## config.mk

```make
export PLATFORM = sky130hd
export DESIGN_NAME = dma_chan_buf
export DESIGN_NICKNAME = d
export VERILOG_FILES = /design/src/rtl/dma_buf_pkg.sv /design/src/rtl/dbuf_fifo.sv /design/src/rtl/dbuf_chan.sv /design/src/rtl/dma_chan_buf.sv
export SDC_FILE = /design/constraint.sdc
export NUM_CORES = 2
export LEC_CHECK = 0
export BUFFER_PORTS_ARGS = -buffer_cell sky130_fd_sc_hd__buf_2
export CORE_MARGIN = 3
export CORE_UTILIZATION = 64
export CTS_CLUSTER_SIZE = 12
export DETAILED_ROUTE_END_ITERATION = 8
export PLACE_DENSITY = 0.82
export SYNTH_ARGS = -nofsm -noshare
export SYNTH_HDL_FRONTEND = slang
export SYNTH_HIERARCHICAL = 1
export SYNTH_SLANG_ARGS = --single-unit
```

## constraint.sdc

```tcl
create_clock -name clk -period 8.7 [get_ports clk]
set_input_delay 0.435 -clock clk [delete_from_list [all_inputs] [get_ports clk]]
set_output_delay 0.435 -clock clk [all_outputs]
set_load 0.01 [all_outputs]
```

## src/rtl/dma_buf_pkg.sv

```systemverilog
package dma_buf_pkg;

    // Per-channel control state
    typedef enum logic [1:0] {
        CH_OFF   = 2'd0,   // disabled, FIFO flushed, flags clear
        CH_RUN   = 2'd1,   // moving data, no error latched
        CH_FAULT = 2'd2    // moving data, at least one sticky error latched
    } ch_state_t;

endpackage

```

## src/rtl/dbuf_fifo.sv

```systemverilog
module dbuf_fifo #(
    parameter int DW    = 8,
    parameter int DEPTH = 16
) (
    input  logic          clk,
    input  logic          rst_n,
    input  logic          clr,
    input  logic          push,
    input  logic [DW-1:0] pdata,
    input  logic          pop,
    output logic [DW-1:0] qdata,
    output logic          full,
    output logic          empty
);
    localparam int AW = (DEPTH > 1) ? $clog2(DEPTH) : 1;
    localparam int CW = $clog2(DEPTH + 1);
    localparam logic [AW-1:0] PTR_LAST = AW'(DEPTH - 1);
    localparam logic [CW-1:0] CNT_FULL = CW'(DEPTH);

    logic [DW-1:0] mem [DEPTH];
    logic [AW-1:0] wp;
    logic [AW-1:0] rp;
    logic [CW-1:0] cnt;
    logic          do_w;
    logic          do_r;

    assign full  = (cnt == CNT_FULL);
    assign empty = (cnt == '0);
    assign do_w  = push && !full;
    assign do_r  = pop && !empty;
    assign qdata = mem[rp];

    always_ff @(posedge clk or negedge rst_n) begin
        if (!rst_n) begin
            wp  <= '0;
            rp  <= '0;
            cnt <= '0;
        end else if (clr) begin
            wp  <= '0;
            rp  <= '0;
            cnt <= '0;
        end else begin
            if (do_w) begin
                wp <= (wp == PTR_LAST) ? '0 : wp + 1'b1;
            end
            if (do_r) begin
                rp <= (rp == PTR_LAST) ? '0 : rp + 1'b1;
            end
            unique case ({do_w, do_r})
                2'b10:   cnt <= cnt + 1'b1;
                2'b01:   cnt <= cnt - 1'b1;
                default: cnt <= cnt;
            endcase
        end
    end

    always_ff @(posedge clk) begin
        if (do_w && !clr) begin
            mem[wp] <= pdata;
        end
    end

endmodule

```

## src/rtl/dbuf_chan.sv

```systemverilog
module dbuf_chan
    import dma_buf_pkg::*;
#(
    parameter int DW    = 8,
    parameter int DEPTH = 16,
    parameter bit IS_TX = 1'b0
) (
    input  logic          clk,
    input  logic          rst_n,
    input  logic          active,
    input  logic          wr_vld,
    input  logic [DW-1:0] wr_data,
    input  logic          rd_req,
    output logic [DW-1:0] rd_data,
    output logic          rd_vld,
    output logic          ovf,
    output logic          unf
);
    ch_state_t     st_q;
    ch_state_t     st_d;
    logic          op_ok;
    logic          full;
    logic          empty;
    logic          do_push;
    logic          do_pop;
    logic          ovf_ev;
    logic          unf_ev;
    logic [DW-1:0] qdata;

    // Data moves only once the state machine has left CH_OFF.
    assign op_ok   = active && (st_q != CH_OFF);
    assign do_push = op_ok && wr_vld && !full;
    assign do_pop  = op_ok && rd_req && !empty;
    assign ovf_ev  = op_ok && wr_vld && full;

    generate
        if (IS_TX) begin : g_unf
            assign unf_ev = op_ok && rd_req && empty;
        end else begin : g_no_unf
            assign unf_ev = 1'b0;
        end
    endgenerate

    dbuf_fifo #(
        .DW    (DW),
        .DEPTH (DEPTH)
    ) u_fifo (
        .clk   (clk),
        .rst_n (rst_n),
        .clr   (!op_ok),
        .push  (do_push),
        .pdata (wr_data),
        .pop   (do_pop),
        .qdata (qdata),
        .full  (full),
        .empty (empty)
    );

    // Next-state logic
    always_comb begin
        st_d = st_q;
        unique case (st_q)
            CH_OFF: begin
                if (active) st_d = CH_RUN;
            end
            CH_RUN: begin
                if (!active)              st_d = CH_OFF;
                else if (ovf_ev || unf_ev) st_d = CH_FAULT;
            end
            CH_FAULT: begin
                if (!active) st_d = CH_OFF;
            end
            default: st_d = CH_OFF;
        endcase
    end

    // State register
    always_ff @(posedge clk or negedge rst_n) begin
        if (!rst_n) st_q <= CH_OFF;
        else        st_q <= st_d;
    end

    // Output registers: sticky flags and the presented byte
    always_ff @(posedge clk or negedge rst_n) begin
        if (!rst_n) begin
            ovf     <= 1'b0;
            unf     <= 1'b0;
            rd_data <= '0;
            rd_vld  <= 1'b0;
        end else if (st_d == CH_OFF) begin
            ovf     <= 1'b0;
            unf     <= 1'b0;
            rd_data <= '0;
            rd_vld  <= 1'b0;
        end else begin
            ovf    <= ovf | ovf_ev;
            unf    <= unf | unf_ev;
            rd_vld <= do_pop;
            if (do_pop) begin
                rd_data <= qdata;   // otherwise held: last good byte repeats
            end
        end
    end

endmodule

```

## src/rtl/dma_chan_buf.sv

```systemverilog
module dma_chan_buf #(
    parameter int NPORT   = 5,
    parameter int DW      = 8,
    parameter int DEPTH   = 16,
    parameter int CEN_W   = 16,
    parameter int TX_BASE = 8
) (
    input  logic                  clk,
    input  logic                  rst_n,
    input  logic                  glb_en,
    input  logic [CEN_W-1:0]      chan_en,
    input  logic [NPORT-1:0]      rx_wr_vld,
    input  logic [NPORT*DW-1:0]   rx_wr_data,
    input  logic [NPORT-1:0]      rx_rd_req,
    output logic [NPORT-1:0]      rx_rd_vld,
    output logic [NPORT*DW-1:0]   rx_rd_data,
    input  logic [NPORT-1:0]      tx_wr_vld,
    input  logic [NPORT*DW-1:0]   tx_wr_data,
    input  logic [NPORT-1:0]      tx_rd_req,
    output logic [NPORT*DW-1:0]   tx_rd_data,
    output logic [CEN_W-1:0]      ovf_flags,
    output logic [CEN_W-1:0]      unf_flags
);
    logic [NPORT-1:0] rx_ovf;
    logic [NPORT-1:0] rx_unf;
    logic [NPORT-1:0] tx_ovf;
    logic [NPORT-1:0] tx_unf;
    logic [NPORT-1:0] tx_vld;

    genvar gi;
    generate
        for (gi = 0; gi < NPORT; gi++) begin : g_ch
            dbuf_chan #(
                .DW    (DW),
                .DEPTH (DEPTH),
                .IS_TX (1'b0)
            ) u_rx (
                .clk     (clk),
                .rst_n   (rst_n),
                .active  (glb_en && chan_en[gi]),
                .wr_vld  (rx_wr_vld[gi]),
                .wr_data (rx_wr_data[gi*DW +: DW]),
                .rd_req  (rx_rd_req[gi]),
                .rd_data (rx_rd_data[gi*DW +: DW]),
                .rd_vld  (rx_rd_vld[gi]),
                .ovf     (rx_ovf[gi]),
                .unf     (rx_unf[gi])
            );

            dbuf_chan #(
                .DW    (DW),
                .DEPTH (DEPTH),
                .IS_TX (1'b1)
            ) u_tx (
                .clk     (clk),
                .rst_n   (rst_n),
                .active  (glb_en && chan_en[TX_BASE + gi]),
                .wr_vld  (tx_wr_vld[gi]),
                .wr_data (tx_wr_data[gi*DW +: DW]),
                .rd_req  (tx_rd_req[gi]),
                .rd_data (tx_rd_data[gi*DW +: DW]),
                .rd_vld  (tx_vld[gi]),
                .ovf     (tx_ovf[gi]),
                .unf     (tx_unf[gi])
            );
        end
    endgenerate

    // Flag vectors share the enable word's layout; other positions stay 0.
    always_comb begin
        ovf_flags = '0;
        unf_flags = '0;
        for (int i = 0; i < NPORT; i++) begin
            ovf_flags[i]           = rx_ovf[i];
            ovf_flags[TX_BASE + i] = tx_ovf[i];
            unf_flags[TX_BASE + i] = tx_unf[i];
        end
    end

    // Receive channels never raise underflow, and the transmit valid
    // strobes have no port; fold them into a sink to keep them referenced.
    logic unused_ok;
    assign unused_ok = ^{rx_unf, tx_vld};

endmodule

```

==> flow_summary.yaml <==
sta:
  fmax_mhz: 213
  rsz0062_at_grt: "false"
  setup_violations: 0
  skew_ps: 23.7
  fin_setup_tns_ps: 0
  final.period_utilization: 0.541
  setup_ws_ps: 4000
  finalHoldViolCount: 0
  maxSlewHeadroom: 0.116
  period_needed_ps: 4700
  max_slew.worst_pin.slew_ps: 1320
  final_max_slew_viol_count: 0
place:
  dpl_worst_slack_ps: 3340
  globalplace.congestion: 0.822
  port_buffers: 212
  hpwlAfterDp_um: 84100
floorplan:
  design.core.area_um2: 100000
  die_h_um: 324
  dieArea_um2: 105000
  ioPinCount: 236
  die_w_um: 324
  start_util: 0.647
  rows: 116
detailed_routing:
  drtIter0Drc: 3562
  wl_per_cell_um: 25.0
  route.vias.total: 34500
  wl_um: 134000
  ant_nets: 0
  via_per_inst: 6.41
  drc_errors: 0
  drt_pass1_iterations: 6
worst_setup_path:
  crit_family: "simple AND/OR/NAND/NOR gates"
  crit_type: "in -> reg"
  cpMaxStageDelayCell: "nor3_1"
  cp_cell_sequence: "buf_2, and2_1, nand2_1, nor3b_1, inv_1, a211oi_1, nand2_1, nor3_1"
  path_buf_inv: 2
  crit_top_cell: "nand2_1"
  path_max_fanout: 20
  worstPathArrival_ps: 5060
  cp-start-kind: "primary input"
  cp-end-kind: "register"
  cp.required_ps: 9060
  slowest_delay_ps: 980
final_layout:
  drive_gt1_frac: 0.199
  seqCellArea_um2: 44700
  syn_to_final_growth_pct: 10.3
  multiInputGateArea_um2: 18400
  final_common_cell: "edfxtp_1"
  final_cell_mix: "1,280 x edfxtp_1, 277 x nor2_1, 239 x dfrtp_1"
  nets: 4095
  nFillCells: 5874
power_and_ir_drop:
  power_leakage_nw: 24.4
  ir_drop_mv: 0.185
  p_per_area_nw_per_um2: 201
cts:
  htree_levels: 4
  clock_latency_ps: 760
  clockRootBuffer: "clkbuf_16"
  cts_tree: "built"
  clk_pin_slew_worst_paths_ps: 60
  clock_path_buffers: 3
  cts_made_buffers: 155
  postCtsSetupRepairBufs: 0
  numClockSinks: 1530
  cts_resized: 0
hold_path:
  hp-class: "in -> reg"
run_status:
  status: "completed"
grt:
  gr-total-overflow: 0
  antenna_found_initial: 10
  grt_max_degree: 71
  grt_pass1_wl_um: 209000
  track_usage: 0.258
  grt_pass1_vias: 34700
yosys:
  syn_inst: 3659
  synth_area_per_cell_um2: 17.7
  ys_warn_count: 6
  synth_area_um2: 64900
run:
  drv_cap: 0
## layer usage
metal / track usage / vias to the layer above / share of wire
li1: - / 15100 / -
met1: 0.358 / 17600 / 0.39
met2: 0.419 / 1423 / 0.50
met3: 0.0546 / 255 / 0.079
met4: 0.0794 / 6 / 0.028
met5: 0 / - / 0.00028
## worst paths after layout
path / startpoint / slack, ps / cells after the start / endpoint
min reg2reg: g_ch[0].u_tx/unf / 500 / 2 / g_ch[0].u_tx/unf
min in group asynchronous: rst_n / 170 / 2 / g_ch[0].u_tx/rd_data[4]
min: tx_wr_data[15] / 70 / 1 / g_ch[1].u_tx/u_fifo/mem[5][7]
max reg2reg: g_ch[4].u_rx/st_q[1] / 4390 / 7 / g_ch[4].u_rx/u_fifo/mem[1][2]
max in group asynchronous: rst_n / 7080 / 3 / g_ch[2].u_tx/u_fifo/rp[1]
max: glb_en / 4000 / 8 / g_ch[3].u_rx/u_fifo/mem[2][6]
## sequential cells by signal, indices dropped and copies added (netlist names)
signal / cells
g_ch.u_rx/u_fifo/mem: 640
g_ch.u_tx/u_fifo/mem: 640
g_ch.u_rx/rd_data: 40
g_ch.u_tx/rd_data: 40
g_ch.u_rx/u_fifo/cnt: 25
g_ch.u_tx/u_fifo/cnt: 25
g_ch.u_rx/u_fifo/rp: 20
g_ch.u_rx/u_fifo/wp: 20
g_ch.u_tx/u_fifo/rp: 20
g_ch.u_tx/u_fifo/wp: 20
g_ch.u_rx/st_q: 10
g_ch.u_tx/st_q: 10
g_ch.u_rx/ovf: 5
g_ch.u_rx/rd_vld: 5
g_ch.u_tx/ovf: 5
g_ch.u_tx/unf: 5
## worst register-to-register path, cell delays in order, from the launching register on
cell and delay (ps):
dfrtp_1 420, or2_1 170, nand2_1 420, nor3b_1 820, inv_1 280, a211oi_1 510
nand2_1 250, nor3_1 1050
## cell type report
cell class / count / share of cell area
Tap cell: 1357 / 0.0237
Sequential cell: 1530 / 0.625
Clock buffer: 246 / 0.0608
Inverter: 114 / 0.00598
Timing Repair Buffer: 268 / 0.0214
Clock inverter: 37 / 0.00568
Antenna cell: 6 / 0.000210
Multi-Input combinational cell: 1817 / 0.258
## per-stage QoR
step            util  cell area, µm²  instances  hold slack [ps]  total power [mW]
5_1_grt        0.713           71600       5369             42.8              14.9
4_1_cts        0.713           71500       5368             12.9              14.5
3_3_place_gp   0.664           66600       5069              364              8.30
2_1_floorplan      -           65000       3675              139              8.16
3_5_place_dp   0.664           66600       5069              361              8.31
6_report       0.714           71600       5375             66.8              14.4
## power by group
group          internal [mW]  leakage (nW)  switching (mW)
Sequential              7.95          15.0         0.00502
Combinational         0.0425          7.12           0.170
Clock                   3.57          2.28            2.67
Total                   11.6          24.4            2.85
## repair_timing
| item | in CTS | in global routing |
|---|---|---|
| endpoints found under the hold margin | 60 | 0 |
| endpoints found under the setup margin | 0 | 0 |
| hold buffers | 16 | 0 |
(Power assumes the default switching activity.)
